## src/rtl/eoi_pkg.sv

```systemverilog
package eoi_pkg;
   localparam int ID_W = 24;

   function automatic logic id_is_special(input logic [ID_W-1:0] id,
                                          input int lo, input int hi);
      return (id >= ID_W'(lo)) && (id <= ID_W'(hi));
   endfunction
endpackage

```

## src/rtl/eoi_mode_sel.sv

```systemverilog
module eoi_mode_sel (
   input  logic el3_present,
   input  logic monitor_mode,
   input  logic secure,
   input  logic eoim_common,
   input  logic eoim_el3,
   input  logic eoim_sec,
   input  logic eoim_nsec,
   output logic drop_only
);
   always_comb begin
      if (!el3_present)      drop_only = eoim_common;
      else if (monitor_mode) drop_only = eoim_el3;
      else if (secure)       drop_only = eoim_sec;
      else                   drop_only = eoim_nsec;
   end
endmodule

```

## src/rtl/eoi_prio_stack.sv

```systemverilog
module eoi_prio_stack #(
   parameter int DEPTH  = 4,
   parameter int PRIO_W = 8,
   parameter int IDW    = 24
) (
   input  logic              clk,
   input  logic              rst_n,
   input  logic              push,
   input  logic              pop,
   input  logic [PRIO_W-1:0] push_prio,
   input  logic [IDW-1:0]    push_id,
   output logic              empty,
   output logic              full,
   output logic [PRIO_W-1:0] top_prio,
   output logic [IDW-1:0]    top_id
);
   localparam int CW = $clog2(DEPTH + 1);

   if (DEPTH < 4) begin : g_bad_depth
      $error("eoi_prio_stack: DEPTH must be at least 4");
   end

   logic [CW-1:0]     cnt_q;
   logic [PRIO_W-1:0] prio_q [DEPTH];
   logic [IDW-1:0]    id_q   [DEPTH];

   assign empty = (cnt_q == '0);
   assign full  = (cnt_q == CW'(DEPTH));

   always_comb begin
      top_prio = '1;
      top_id   = '0;
      for (int i = 0; i < DEPTH; i++) begin
         if (CW'(i + 1) == cnt_q) begin
            top_prio = prio_q[i];
            top_id   = id_q[i];
         end
      end
   end

   for (genvar g = 0; g < DEPTH; g++) begin : g_ent
      logic wr_here;
      assign wr_here = push && ((pop  && CW'(g + 1) == cnt_q) ||
                                (!pop && !full && CW'(g) == cnt_q));
      always_ff @(posedge clk or negedge rst_n) begin
         if (!rst_n) begin
            prio_q[g] <= '0;
            id_q[g]   <= '0;
         end else if (wr_here) begin
            prio_q[g] <= push_prio;
            id_q[g]   <= push_id;
         end
      end
   end

   always_ff @(posedge clk or negedge rst_n) begin
      if (!rst_n)                        cnt_q <= '0;
      else if (push && !pop && !full)    cnt_q <= cnt_q + 1'b1;
      else if (pop && !push && !empty)   cnt_q <= cnt_q - 1'b1;
   end

   a_r10_no_overflow: assert property (@(posedge clk) disable iff (!rst_n)
      cnt_q <= CW'(DEPTH));
   a_r10_full_push_held: assert property (@(posedge clk) disable iff (!rst_n)
      (full && push && !pop) |=> full);
   a_r8_no_pop_empty: assert property (@(posedge clk) disable iff (!rst_n)
      pop |-> !empty);
endmodule

```

## src/rtl/eoi_active_tbl.sv

```systemverilog
module eoi_active_tbl #(
   parameter int NUM_TRACK = 32,
   parameter int IDW       = 24
) (
   input  logic                 clk,
   input  logic                 rst_n,
   input  logic                 set_en,
   input  logic [IDW-1:0]       set_id,
   input  logic                 clr_en,
   input  logic [IDW-1:0]       clr_id,
   output logic [NUM_TRACK-1:0] flags
);
   for (genvar g = 0; g < NUM_TRACK; g++) begin : g_flag
      logic set_hit, clr_hit;
      assign set_hit = set_en && (set_id == IDW'(g));
      assign clr_hit = clr_en && (clr_id == IDW'(g));
      always_ff @(posedge clk or negedge rst_n) begin
         if (!rst_n)       flags[g] <= 1'b0;
         else if (set_hit) flags[g] <= 1'b1;
         else if (clr_hit) flags[g] <= 1'b0;
      end
   end
endmodule

```

## src/rtl/eoi_wr_handler.sv

```systemverilog
module eoi_wr_handler #(
   parameter int ID_BITS   = 24,
   parameter int PRIO_W    = 8,
   parameter int DEPTH     = 4,
   parameter int NUM_TRACK = 32,
   parameter int SPEC_LO   = 1020,
   parameter int SPEC_HI   = 1023
) (
   input  logic                      clk,
   input  logic                      rst_n,
   input  logic                      ack_valid,
   input  logic [eoi_pkg::ID_W-1:0]  ack_id,
   input  logic [PRIO_W-1:0]         ack_prio,
   input  logic                      wr_en,
   input  logic [31:0]               wr_data,
   input  logic                      el3_present,
   input  logic                      monitor_mode,
   input  logic                      secure,
   input  logic                      eoim_common,
   input  logic                      eoim_el3,
   input  logic                      eoim_sec,
   input  logic                      eoim_nsec,
   output logic                      prio_drop,
   output logic                      deact,
   output logic [eoi_pkg::ID_W-1:0]  deact_id,
   output logic                      mismatch_err,
   output logic [PRIO_W-1:0]         run_prio,
   output logic [NUM_TRACK-1:0]      act_flags
);
   import eoi_pkg::*;

   if (ID_BITS != 16 && ID_BITS != 24) begin : g_bad_idbits
      $error("eoi_wr_handler: ID_BITS must be 16 or 24");
   end
   if (SPEC_LO > SPEC_HI) begin : g_bad_spec
      $error("eoi_wr_handler: special range inverted");
   end

   logic [ID_W-1:0] wid, aid;
   logic            unused_bits;

   if (ID_BITS == 16) begin : g_id16
      assign wid = {8'h00, wr_data[15:0]};
      assign aid = {8'h00, ack_id[15:0]};
      assign unused_bits = ^{wr_data[31:16], ack_id[23:16]};
   end else begin : g_id24
      assign wid = wr_data[23:0];
      assign aid = ack_id;
      assign unused_bits = ^wr_data[31:24];
   end

   logic drop_only, st_empty, st_full;
   logic [PRIO_W-1:0] top_prio;
   logic [ID_W-1:0]   top_id;
   logic wr_spec, wr_hit, wr_miss, ack_ok, ack_take;

   eoi_mode_sel u_mode (
      .el3_present (el3_present),
      .monitor_mode(monitor_mode),
      .secure      (secure),
      .eoim_common (eoim_common),
      .eoim_el3    (eoim_el3),
      .eoim_sec    (eoim_sec),
      .eoim_nsec   (eoim_nsec),
      .drop_only   (drop_only)
   );

   assign wr_spec  = id_is_special(wid, SPEC_LO, SPEC_HI);
   assign wr_hit   = wr_en && !wr_spec && !st_empty && (top_id == wid);
   assign wr_miss  = wr_en && !wr_spec && !wr_hit;
   assign ack_ok   = ack_valid && !id_is_special(aid, SPEC_LO, SPEC_HI);
   assign ack_take = ack_ok && (!st_full || wr_hit);

   eoi_prio_stack #(.DEPTH(DEPTH), .PRIO_W(PRIO_W), .IDW(ID_W)) u_stack (
      .clk      (clk),
      .rst_n    (rst_n),
      .push     (ack_take),
      .pop      (wr_hit),
      .push_prio(ack_prio),
      .push_id  (aid),
      .empty    (st_empty),
      .full     (st_full),
      .top_prio (top_prio),
      .top_id   (top_id)
   );

   eoi_active_tbl #(.NUM_TRACK(NUM_TRACK), .IDW(ID_W)) u_act (
      .clk   (clk),
      .rst_n (rst_n),
      .set_en(ack_take),
      .set_id(aid),
      .clr_en(wr_hit && !drop_only),
      .clr_id(wid),
      .flags (act_flags)
   );

   assign run_prio = st_empty ? '1 : top_prio;

   always_ff @(posedge clk or negedge rst_n) begin
      if (!rst_n) begin
         prio_drop    <= 1'b0;
         deact        <= 1'b0;
         deact_id     <= '0;
         mismatch_err <= 1'b0;
      end else begin
         prio_drop    <= wr_hit;
         deact        <= wr_hit && !drop_only;
         mismatch_err <= wr_miss;
         if (wr_hit) deact_id <= wid;
      end
   end

   a_r4_deact_needs_drop: assert property (@(posedge clk) disable iff (!rst_n)
      deact |-> prio_drop);
   a_r8_err_excludes_drop: assert property (@(posedge clk) disable iff (!rst_n)
      !(mismatch_err && prio_drop));
   a_r8_err_keeps_prio: assert property (@(posedge clk) disable iff (!rst_n)
      (mismatch_err && !$past(ack_take)) |-> $stable(run_prio));
   a_r7_special_silent: assert property (@(posedge clk) disable iff (!rst_n)
      (wr_en && wr_spec) |=> !(prio_drop || mismatch_err));
endmodule

```

## config.mk

```make
export PLATFORM = sky130hd
export DESIGN_NAME = eoi_wr_handler
export DESIGN_NICKNAME = d
export VERILOG_FILES = /design/src/rtl/eoi_pkg.sv /design/src/rtl/eoi_mode_sel.sv /design/src/rtl/eoi_prio_stack.sv /design/src/rtl/eoi_active_tbl.sv /design/src/rtl/eoi_wr_handler.sv
export SDC_FILE = /design/constraint.sdc
export NUM_CORES = 1
export LEC_CHECK = 0
export BUFFER_PORTS_ARGS = -buffer_cell sky130_fd_sc_hd__buf_4
export CAP_MARGIN = 25
export CORE_MARGIN = 5
export CORE_UTILIZATION = 40
export DETAILED_ROUTE_END_ITERATION = 10
export PLACE_DENSITY = 0.66
export SKIP_CTS_REPAIR_TIMING = 1
export SLEW_MARGIN = 10
export SYNTH_ARGS = -nofsm -noshare
export SYNTH_HDL_FRONTEND = slang
export SYNTH_SLANG_ARGS = --single-unit
export TNS_END_PERCENT = 50
```

## constraint.sdc

```tcl
create_clock -name clk -period 6.8 [get_ports clk]
set_input_delay 1.02 -clock clk [delete_from_list [all_inputs] [get_ports clk]]
set_output_delay 1.02 -clock clk [all_outputs]
set_load 0.05 [all_outputs]
```

==> results of run 1 <==
==> through the flow <==
step | cells | total power, mW | area [µm²]
after floorplan | 856 | 2.93 | 9360
after global placement | 1270 | 3.40 | 10700
after detailed placement | 1271 | 3.46 | 10700
after CTS | 1303 | 4.48 | 11300
after global routing | 1304 | 4.72 | 11400
final | 1304 | 4.47 | 11400
==> worst max path at each step <==
stage | startpoint | slack, ps | to | cells past startpoint
after floorplan | u_stack.cnt_q[2]$_DFFE_PN0P_ | 2480 | u_stack.id_q[26]$_DFFE_PN0P_ | 15
after global placement | u_stack.cnt_q[0]$_DFFE_PN0P_ | 1820 | u_stack.id_q[44]$_DFFE_PN0P_ | 13
after detailed placement | u_stack.cnt_q[0]$_DFFE_PN0P_ | 1780 | u_stack.id_q[24]$_DFFE_PN0P_ | 13
after CTS | u_stack.cnt_q[0]$_DFFE_PN0P_ | 1770 | u_stack.id_q[45]$_DFFE_PN0P_ | 13
after global routing | u_stack.cnt_q[1]$_DFFE_PN0P_ | 1480 | u_stack.id_q[45]$_DFFE_PN0P_ | 12
final | u_stack.cnt_q[0]$_DFFE_PN0P_ | 1660 | u_stack.id_q[45]$_DFFE_PN0P_ | 13
==> state kept, by name, indices dropped and copies added, names as in the netlist <==
| register | cells |
|---|---|
| u_stack.id_q | 96 |
| u_act.flags | 32 |
| u_stack.prio_q | 32 |
| deact_id | 24 |
| u_stack.cnt_q | 3 |
| deact | 1 |
| mismatch_err | 1 |
| prio_drop | 1 |
==> cell usage after synthesis, types with 15 or more instances <==
master	count
nor3_1	20
mux2_1	38
nand3_1	19
nand4_1	28
o31ai_1	17
nor2_1	31
mux2_2	93
clkbuf_1	35
o21ai_0	63
dfrtp_1	190
nand2_1	95
a221oi_1	15
==> logic make-up after synthesis <==
kind of cell             share of synthesized area, %
XOR/XNOR                                        0.375
adder cells (fa/ha/maj)                         0.802
AO/OA/AOI/OAI                                    12.2
buffers and inverters                            3.29
AND/OR/NAND/NOR                                  15.9
multiplexers                                     16.6
flip-flops                                       50.8
==> layout make-up <==
type | count | area share [%]
Sequential cell | 190 | 41.9
Inverter | 12 | 0.396
Timing Repair Buffer | 154 | 10.8
Clock inverter | 13 | 1.29
Tap cell | 319 | 3.51
Multi-Input combinational cell | 597 | 38.2
Clock buffer | 19 | 3.99
==> power groups by stage <==
stage | combinational (mW) | sequential (mW) | clock [mW]
final | 1.72 | 1.73 | 1.02
after global placement | 1.68 | 1.73 | 0
after global routing | 1.87 | 1.77 | 1.07
after floorplan | 1.25 | 1.69 | 0
after detailed placement | 1.71 | 1.75 | 0
after CTS | 1.72 | 1.73 | 1.04
==> layer usage <==
layer	wire length, µm	share of wire (%)	GRT usage, %
met5	13	0.049	0
met4	493	1.8	5.99
met3	1660	6.2	4.56
met2	12500	47	31.6
met1	12100	45	28.9
==> worst max-delay path, stage by stage, from the launching register on <==
cell      delay, ps
dfrtp_1         380
inv_1           110
ha_1            250
buf_4           220
nor4b_4         670
a221oi_1        240
o21a_1          220
or4b_1          520
nor4_2          470
and4_1          250
buf_4           300
mux2i_4         770
buf_12          250
mux2_2          340
==> metrics.txt, run 1 <==
Initial Utilization=between 40% and 50%; fraction of layout instances using a drive strength above 1=approximately 30%; Pre-antenna DRT Iters=5; Int Pwr=about 2.8 mW; reg-to-reg startpoint=u_stack.cnt_q[0]$_DFFE_PN0P_; CP required=7130 ps; proportion of netlist area held by the largest area contributor=between 50% and 60%; Primary FF master, synth=dfrtp_1; initial antenna violation count=1; Die Y=around 160 µm; Synth Net Count=937; Final WS setup=roughly 1700 ps; DRC violations left=0; Synth cell types=62; fin nets=1053; Crit Path Max Fanout=24; FMAX=roughly 0.19 GHz; ANT nets after route=0; Core Region=23300 µm²; Setup CP Type=reg -> reg; Layout area overhead=21.4%; FF-to-FF setup slack=~1700 ps; Post-Route WL=between 20000 and 30000 µm; cell area after synthesis=slightly above 9000 µm²; power per cell area=between 300 and 400 nW/µm²; Final min period=a little over 5000 ps; I/O Buffers=133; sw frac=36.3%; first-pass GRT wire length=42300 µm; CP arrival=approximately 5500 ps; RD Place Congestion=0.839; Hold Path Class=reg -> reg; Slew Limit Fails=0; Root Driver=clkbuf_16; Min-Delay Endpoint=deact_id[5]$_DFFE_PN0P_; Clock transition at path regs=70 ps; type of destination of the critical path=flip-flop; Die ar.=26500 µm²; Setup TNS=0 ps; Worst Reg-to-Reg Cells=13; Final Cycle Share=between 70 and 80%; RR Endpoint=u_stack.id_q[45]$_DFFE_PN0P_; TritonCTS Buffers=17; sequential area share after synthesis=roughly 50%; EDFF count, synth=0; Final Hold Vio Count=0; share of flip-flops with an asynchronous set or reset=100%; hold path depth=2; Rows=between 50 and 60; status=finished, final reports clean; Comb power frac=38.5%; CTS tree=built; 1st-iter DRT viols=679; dpl ws=~1800 ps; largest net degree at the start of global routing=117; cell leakage power=4.91 nW; Worst slew margin=a little over a quarter; Clock Power Share=22.8%; Vias=7377; setup violators final=0; Tightest Pin Transition=around 1100 ps; max cap viols=0; H-tree levels=4; via-per-instance ratio=roughly 5.7; commonest non-fill, non-tap cell in the layout=dfrtp_1; HP Start=deact_id[5]$_DFFE_PN0P_; final clock skew=about 16 ps; final core utilization=48.8%; WHS=about 470 ps; part of the power in registers=38.7%; register bit total from synthesis=190; Post-Synthesis Cells=856; Reg area=4750 µm²; Synth area leader=dfrtp_1; Worst-Skew Late Latency=between 400 and 500 ps; top cells by area, synth=dfrtp_1 (51%), mux2_2 (11%), mux2_1 (4.6%); RSZ-0062 raised after global routing=no; total track usage=approximately a fifth; multi-input logic area=4340 µm²; maximum VDD drop=about 0.47 mV; per-cell routed wire length=between 20 and 25 µm; Syn. warnings=0; num ports=142; HPWL after detailed placement=18300 µm; grt total ovfl=0; critical path launch point type=flip-flop; synthesized area per cell=roughly 11 µm²; Net Sw Power=1.62 mW; most frequent cells in the layout=dfrtp_1 (190), buf_4 (148), nand2_1 (95); antenna cells=0; CTS Buffer Depth=2; # fillers=~2200; vias in the first global route=between 7000 and 8000; Die Width=163 µm; clk sink count=190
No activity file was read; power rests on OpenSTA's default activity.
==> inputs of run 2 (changes only) <==
--- a/config.mk
+++ b/config.mk
@@ -10,7 +10,7 @@
 export CORE_MARGIN = 5
 export CORE_UTILIZATION = 40
 export DETAILED_ROUTE_END_ITERATION = 10
-export PLACE_DENSITY = 0.66
+export PLACE_DENSITY = 0.69
 export SKIP_CTS_REPAIR_TIMING = 1
 export SLEW_MARGIN = 10
 export SYNTH_ARGS = -nofsm -noshare
==> constraint.sdc (replaced) <==
create_clock -name clk -period 4.1 [get_ports clk]
set_input_delay 0.615 -clock clk [delete_from_list [all_inputs] [get_ports clk]]
set_output_delay 0.615 -clock clk [all_outputs]
set_load 0.05 [all_outputs]
==> metrics.txt, run 2 (synthesis gave the netlist of run 1 again) <==
status=finished, final reports clean; critical path launch point type=flip-flop; type of destination of the critical path=flip-flop; commonest non-fill, non-tap cell in the layout=dfrtp_1; HPWL after detailed placement=18900 µm; Pwr Total=around 8 mW; grt total ovfl=0; I/O Buffers=around 130; Vias=about 7600; Die Width=around 160 µm; Final min period=roughly 4100 ps; Crit Path Max Fanout=17; maximum VDD drop=about 0.53 mV; Worst slew margin=~43%; DP Area=about 11000 µm²; Layout area overhead=26.4%; max cap viols=0; Final Hold Vio Count=0; Final WS setup=46.3 ps; largest net degree at the start of global routing=~120; M3 GR Usage=under 10%; most frequent cells in the layout=dfrtp_1 (190), buf_4 (165), nand2_1 (94); Largest regs=u_stack.id_q x96, u_act.flags x32, u_stack.prio_q x32; met1 GRT Util=approximately 28%; power per cell area=roughly 660 nW/µm²; Root Driver=clkbuf_16; cell leakage power=5.14 nW; TritonCTS Buffers=17; final clock skew=11.1 ps; clk sink count=190; antenna cells=0; Pre-antenna DRT Iters=5; first-pass GRT wire length=42800 µm; WHS=about 23 ps; dpl ws=about 25 ps; Die ar.=26500 µm²; per-cell routed wire length=20.6 µm; CP arrival=4370 ps; total track usage=between 20% and 30%; Worst-Skew Late Latency=440 ps; Die Y=about 160 µm; Final Cycle Share=a little over nine tenths; CTS tree=built; vias in the first global route=approximately 7600; Tightest Pin Transition=842 ps; setup violators final=0; ANT nets after route=0; Setup TNS=0 ps; Core Region=about 23000 µm²; FMAX=roughly 0.25 GHz; CTS Buffer Depth=2; Hold Path Class=in -> async; RD Place Congestion=a little over 0.8; Clock transition at path regs=70 ps; via-per-instance ratio=5.70; DRC violations left=0; Slew Limit Fails=0; 1st-iter DRT viols=slightly above 700; fraction of layout instances using a drive strength above 1=between 30% and 40%; grt peak-use layer=met2; Largest Register=u_stack.id_q; Initial Utilization=40.2%; Setup CP Type=reg -> reg; fin nets=1084; M2 GR Usage=33.3%; initial antenna violation count=0; H-tree levels=4; CP required=approximately 4400 ps; Rows=56; Final Instance Area=11800 µm²; Largest register FFs=96; num ports=about 140; Post-Route WL=~28000 µm
-- run 2: changes by cell type in the layout (fill, tap and decap cells not counted), moves of 2 or more --
cell and change:
buf_6 +5, clkinv_4 -2, clkbuf_16 +3, buf_12 +6, bufinv_16 +2, buf_4 +17, ha_1 -2
-- run 2: routing by layer --
metal,up-vias,wire length [µm]
li1,3466,-
met1,3808,12000
met2,291,13200
met3,39,1920
met4,0,439
met5,-,0
-- run 2: path summary, 6_finish.rpt --
| kind | from | to | slack, ps | depth (start not counted) |
|---|---|---|---|---|
| max in group asynchronous | rst_n | deact_id[3]$_DFFE_PN0P_ | 3080 | 3 |
| min | rst_n | u_stack.id_q[69]$_DFFE_PN0P_ | 20 | 1 |
| min reg2reg | deact_id[16]$_DFFE_PN0P_ | deact_id[16]$_DFFE_PN0P_ | 470 | 2 |
| min in group clk | wr_data[13] | deact_id[13]$_DFFE_PN0P_ | 410 | 3 |
| max | u_stack.cnt_q[1]$_DFFE_PN0P_ | u_stack.prio_q[6]$_DFFE_PN0P_ | 50 | 16 |
| max reg2reg | u_stack.cnt_q[1]$_DFFE_PN0P_ | u_stack.prio_q[6]$_DFFE_PN0P_ | 50 | 16 |
-- run 2: final cells by class --
class                      instances  area, µm²
fill                            2134      11400
multi-input combinational        597       4390
inverter                          12       45.0
clock inverter                    11        173
sequential                       190       4750
timing repair buffer             185       1600
clock buffer                      20        467
tap                              319        399
-- run 2: power breakdown --
part	leakage, nW	internal [mW]	switching (mW)	total, mW
logic	2.43	1.51	1.65	3.17
registers	2.40	2.53	0.351	2.88
clock network	0.314	1.03	0.760	1.79
total	5.14	5.07	2.77	7.84
-- run 2: worst max-delay path: stages (launching register included) --
cell       delay [ps]
dfrtp_1           430
inv_1             110
ha_1              290
and2_1            250
buf_12            170
a2111oi_0         620
nor3_1            110
nor4_1            260
buf_4             180
nor4b_2           240
buf_4             170
nand4_1            90
buf_4             190
mux2i_4           160
buf_4             170
buf_6             160
mux2_2            340
-- run 2: through the flow --
step,std cells,utilization [%]
after global routing,1334,50.8
final,1334,50.8
after detailed placement,1293,47.2
after global placement,1292,47.1
after CTS,1324,49.9
after floorplan,856,-
==> inputs of run 3 (changes only) <==
--- a/config.mk
+++ b/config.mk
@@ -15,5 +15,6 @@
 export SLEW_MARGIN = 10
 export SYNTH_ARGS = -nofsm -noshare
 export SYNTH_HDL_FRONTEND = slang
+export SYNTH_HIERARCHICAL = 1
 export SYNTH_SLANG_ARGS = --single-unit
 export TNS_END_PERCENT = 50
==> metrics.txt, run 3 <==
Largest Register=u_stack/id_q; most frequent cell after synthesis=dfrtp_1; FMAX=0.255 GHz; xor/xnor share of the synthesized area=roughly 2.3%; Synth Area in Compound Gates=between 15 and 20%; slowest CP cell=or3_4; setup violators final=0; share of flip-flops with an asynchronous set or reset=between 90% and 100%; Clock Power Share=slightly above 20%; Synth Net Count=889; Crit Path Max Fanout=16; final clock skew=just over 10 ps; critical path launch point type=flip-flop; Comb power frac=44.0%; Final min period=about 3900 ps; Core Region=between 20000 and 25000 µm²; via-per-instance ratio=between 5 and 6; CTS tree=built; placed insts=1260; Largest regs=u_stack/id_q x96, u_act/flags x32, u_stack/prio_q x32; Post-Synthesis Cells=808; Tightest Pin Transition=around 890 ps; Die ar.=~27000 µm²; main combinational cell family by area after synthesis=multiplexers; synthesized area per cell=between 10 and 15 µm²; vias in the first global route=7099; per-cell routed wire length=approximately 20 µm; Pwr Total=just over 8 mW; num ports=142; synth cell count leaders=dfrtp_1 (190), mux2_2 (103), o21ai_0 (101); post-synthesis mux area share=between 20 and 25%; HPWL after detailed placement=about 18000 µm; sequential area share after synthesis=around 50%; Vias=between 7000 and 8000; Root Driver=clkbuf_16; Finished Layout Cells=roughly 1300; Slew Limit Fails=0; 1st-iter DRT viols=660; antenna cells=0; Setup CP Type=reg -> reg; Final Hold Vio Count=0; Initial Utilization=between 40% and 50%; critical path's largest stage delay=420 ps; CP arrival=between 4000 and 5000 ps; Rows=56; Synth area leader=dfrtp_1; first-pass GRT wire length=roughly 40000 µm; Crit path buffers/inverters=6; commonest non-fill, non-tap cell in the layout=dfrtp_1; fin nets=between 1000 and 1500; simple-gate share of the synthesized area=about 8.2%; grt total ovfl=0; Synth cell types=between 50 and 60; fraction of layout instances using a drive strength above 1=around two fifths; DRC violations left=0; FF-to-FF setup slack=170 ps; CP required=4410 ps; Die Width=about 160 µm; maximum VDD drop=approximately 0.41 mV; Clock transition at path regs=about 70 ps; Worst slew margin=around two fifths; Syn. warnings=6; Layout area overhead=24.8%; cell area after synthesis=about 9600 µm²; ANT nets after route=0; max cap viols=0; top cells by area, synth=dfrtp_1 (50%), mux2_2 (12%), mux2_4 (7.7%); status=finished, final reports clean; I/O Buffers=roughly 130; most frequent cells in the layout=dfrtp_1 (190), buf_4 (170), mux2_2 (103); crit-path cells=ha_1 -> ha_2 -> inv_2 -> nor2_1 -> buf_12 -> buf_12 -> a22oi_1 -> o21ai_0 -> xor2_1 -> nor4_1 -> nand4_1 -> or3_4 -> a21oi_1 -> buf_4 -> nand2_2 -> nor2_4 -> buf_4 -> clkbuf_16 -> mux2_2; cell leakage power=around 5.2 nW; Primary FF master, synth=dfrtp_1; Setup TNS=0 ps; Hold Path Class=in -> async; EDFF count, synth=0; Int Pwr=just over 5 mW; type of destination of the critical path=flip-flop; Largest register FFs=96; Pre-antenna DRT Iters=5; Worst-Skew Late Latency=between 400 and 500 ps; largest net degree at the start of global routing=96; total track usage=around a fifth; Net Sw Power=2.96 mW; proportion of netlist area held by the largest area contributor=around 50%; Post-Route WL=25800 µm; register bit total from synthesis=between 150 and 200; CTS Buffer Depth=2; cell family with most CP delay=simple AND/OR/NAND/NOR gates; WHS=about 250 ps; H-tree levels=4; clk sink count=between 150 and 200; TritonCTS Buffers=17; Post-Synth Adder-Cell Area=less than 1%; Final Cycle Share=95.8%; Die Y=165 µm; power per cell area=675 nW/µm²; part of the power in registers=between 30% and 40%; RD Place Congestion=slightly below 0.8; sw frac=between 30 and 40%; initial antenna violation count=0
-- run 3: changes by cell type after synthesis, moves of 14 or more --
cell / delta
xor2_1: +23
a22oi_1: +24
nor2_1: -17
nor3_1: -19
clkbuf_1: -15
nand2_1: -60
o21ai_0: +38
nand2b_1: +14
nand4_1: -19
a21oi_1: +31
mux2_1: -38
a221oi_1: -15
mux2_4: +49
-- run 3: worst paths after layout --
kind | startpoint | to | cells past startpoint
max reg2reg | u_stack/cnt_q[1]$_DFFE_PN0P_ | u_stack/id_q[64]$_DFFE_PN0P_ | 19
max in group asynchronous | rst_n | u_stack/prio_q[2]$_DFFE_PN0P_ | 2
min reg2reg | u_stack/prio_q[21]$_DFFE_PN0P_ | u_stack/prio_q[21]$_DFFE_PN0P_ | 1
max | u_stack/cnt_q[1]$_DFFE_PN0P_ | u_stack/id_q[64]$_DFFE_PN0P_ | 19
min in group clk | ack_prio[6] | u_stack/prio_q[6]$_DFFE_PN0P_ | 2
min | rst_n | deact_id[11]$_DFFE_PN0P_ | 1
-- run 3: logic make-up (layout without fill, tap and decap cells) --
logic type,after synthesis,count (layout)
flip-flops,190,190
adder cells (fa/ha/maj),6,6
AND/OR/NAND/NOR,135,135
multiplexers,155,155
XOR/XNOR,25,25
buffers and inverters,63,233
AO/OA/AOI/OAI,234,234
-- run 3: power groups by stage --
stage | clock (mW) | sequential (mW) | combinational, mW
3_3_place_gp | 0 | 2.88 | 3.37
2_1_floorplan | 0 | 2.82 | 2.30
6_report | 1.63 | 2.90 | 3.55
5_1_grt | 1.75 | 2.97 | 3.84
4_1_cts | 1.66 | 2.89 | 3.44
3_5_place_dp | 0 | 2.92 | 3.42
-- run 3: through the flow --
stage / instance area [µm²] / worst slack [ps] / util [%]
floorplan: 9590 / 80.6 / -
global placement: 11200 / 47.9 / 47.7
detailed placement: 11200 / 28.2 / 47.7
CTS: 11800 / -18.5 / 50.2
global route: 12000 / -42.8 / 50.8
finish: 12000 / 173 / 50.8
-- run 3: final cells by class --
type                       count  area (µm²)
fill                        2081       11600
sequential                   190        4750
multi-input combinational    555        4520
timing repair buffer         189        1660
clock buffer                  17         425
tap                          319         399
clock inverter                15         158
inverter                      12        52.6
-- run 3: worst reg2reg max path: cells and delay by family (launching register included) --
family / cells / cell delay [ps]
AND/OR/NAND/NOR: 6 / 1110
buffers and inverters: 6 / 850
AO/OA/AOI/OAI: 3 / 440
adder cells (fa/ha/maj): 2 / 440
flip-flops: 1 / 410
multiplexers: 1 / 340
XOR/XNOR: 1 / 200
-- run 3: routing by layer --
layer | part of all wire [%] | global-route usage [%]
met1 | 45 | 26.6
met2 | 46 | 29.5
met3 | 8.3 | 4.22
met4 | 1.0 | 4.12
met5 | 0 | 0
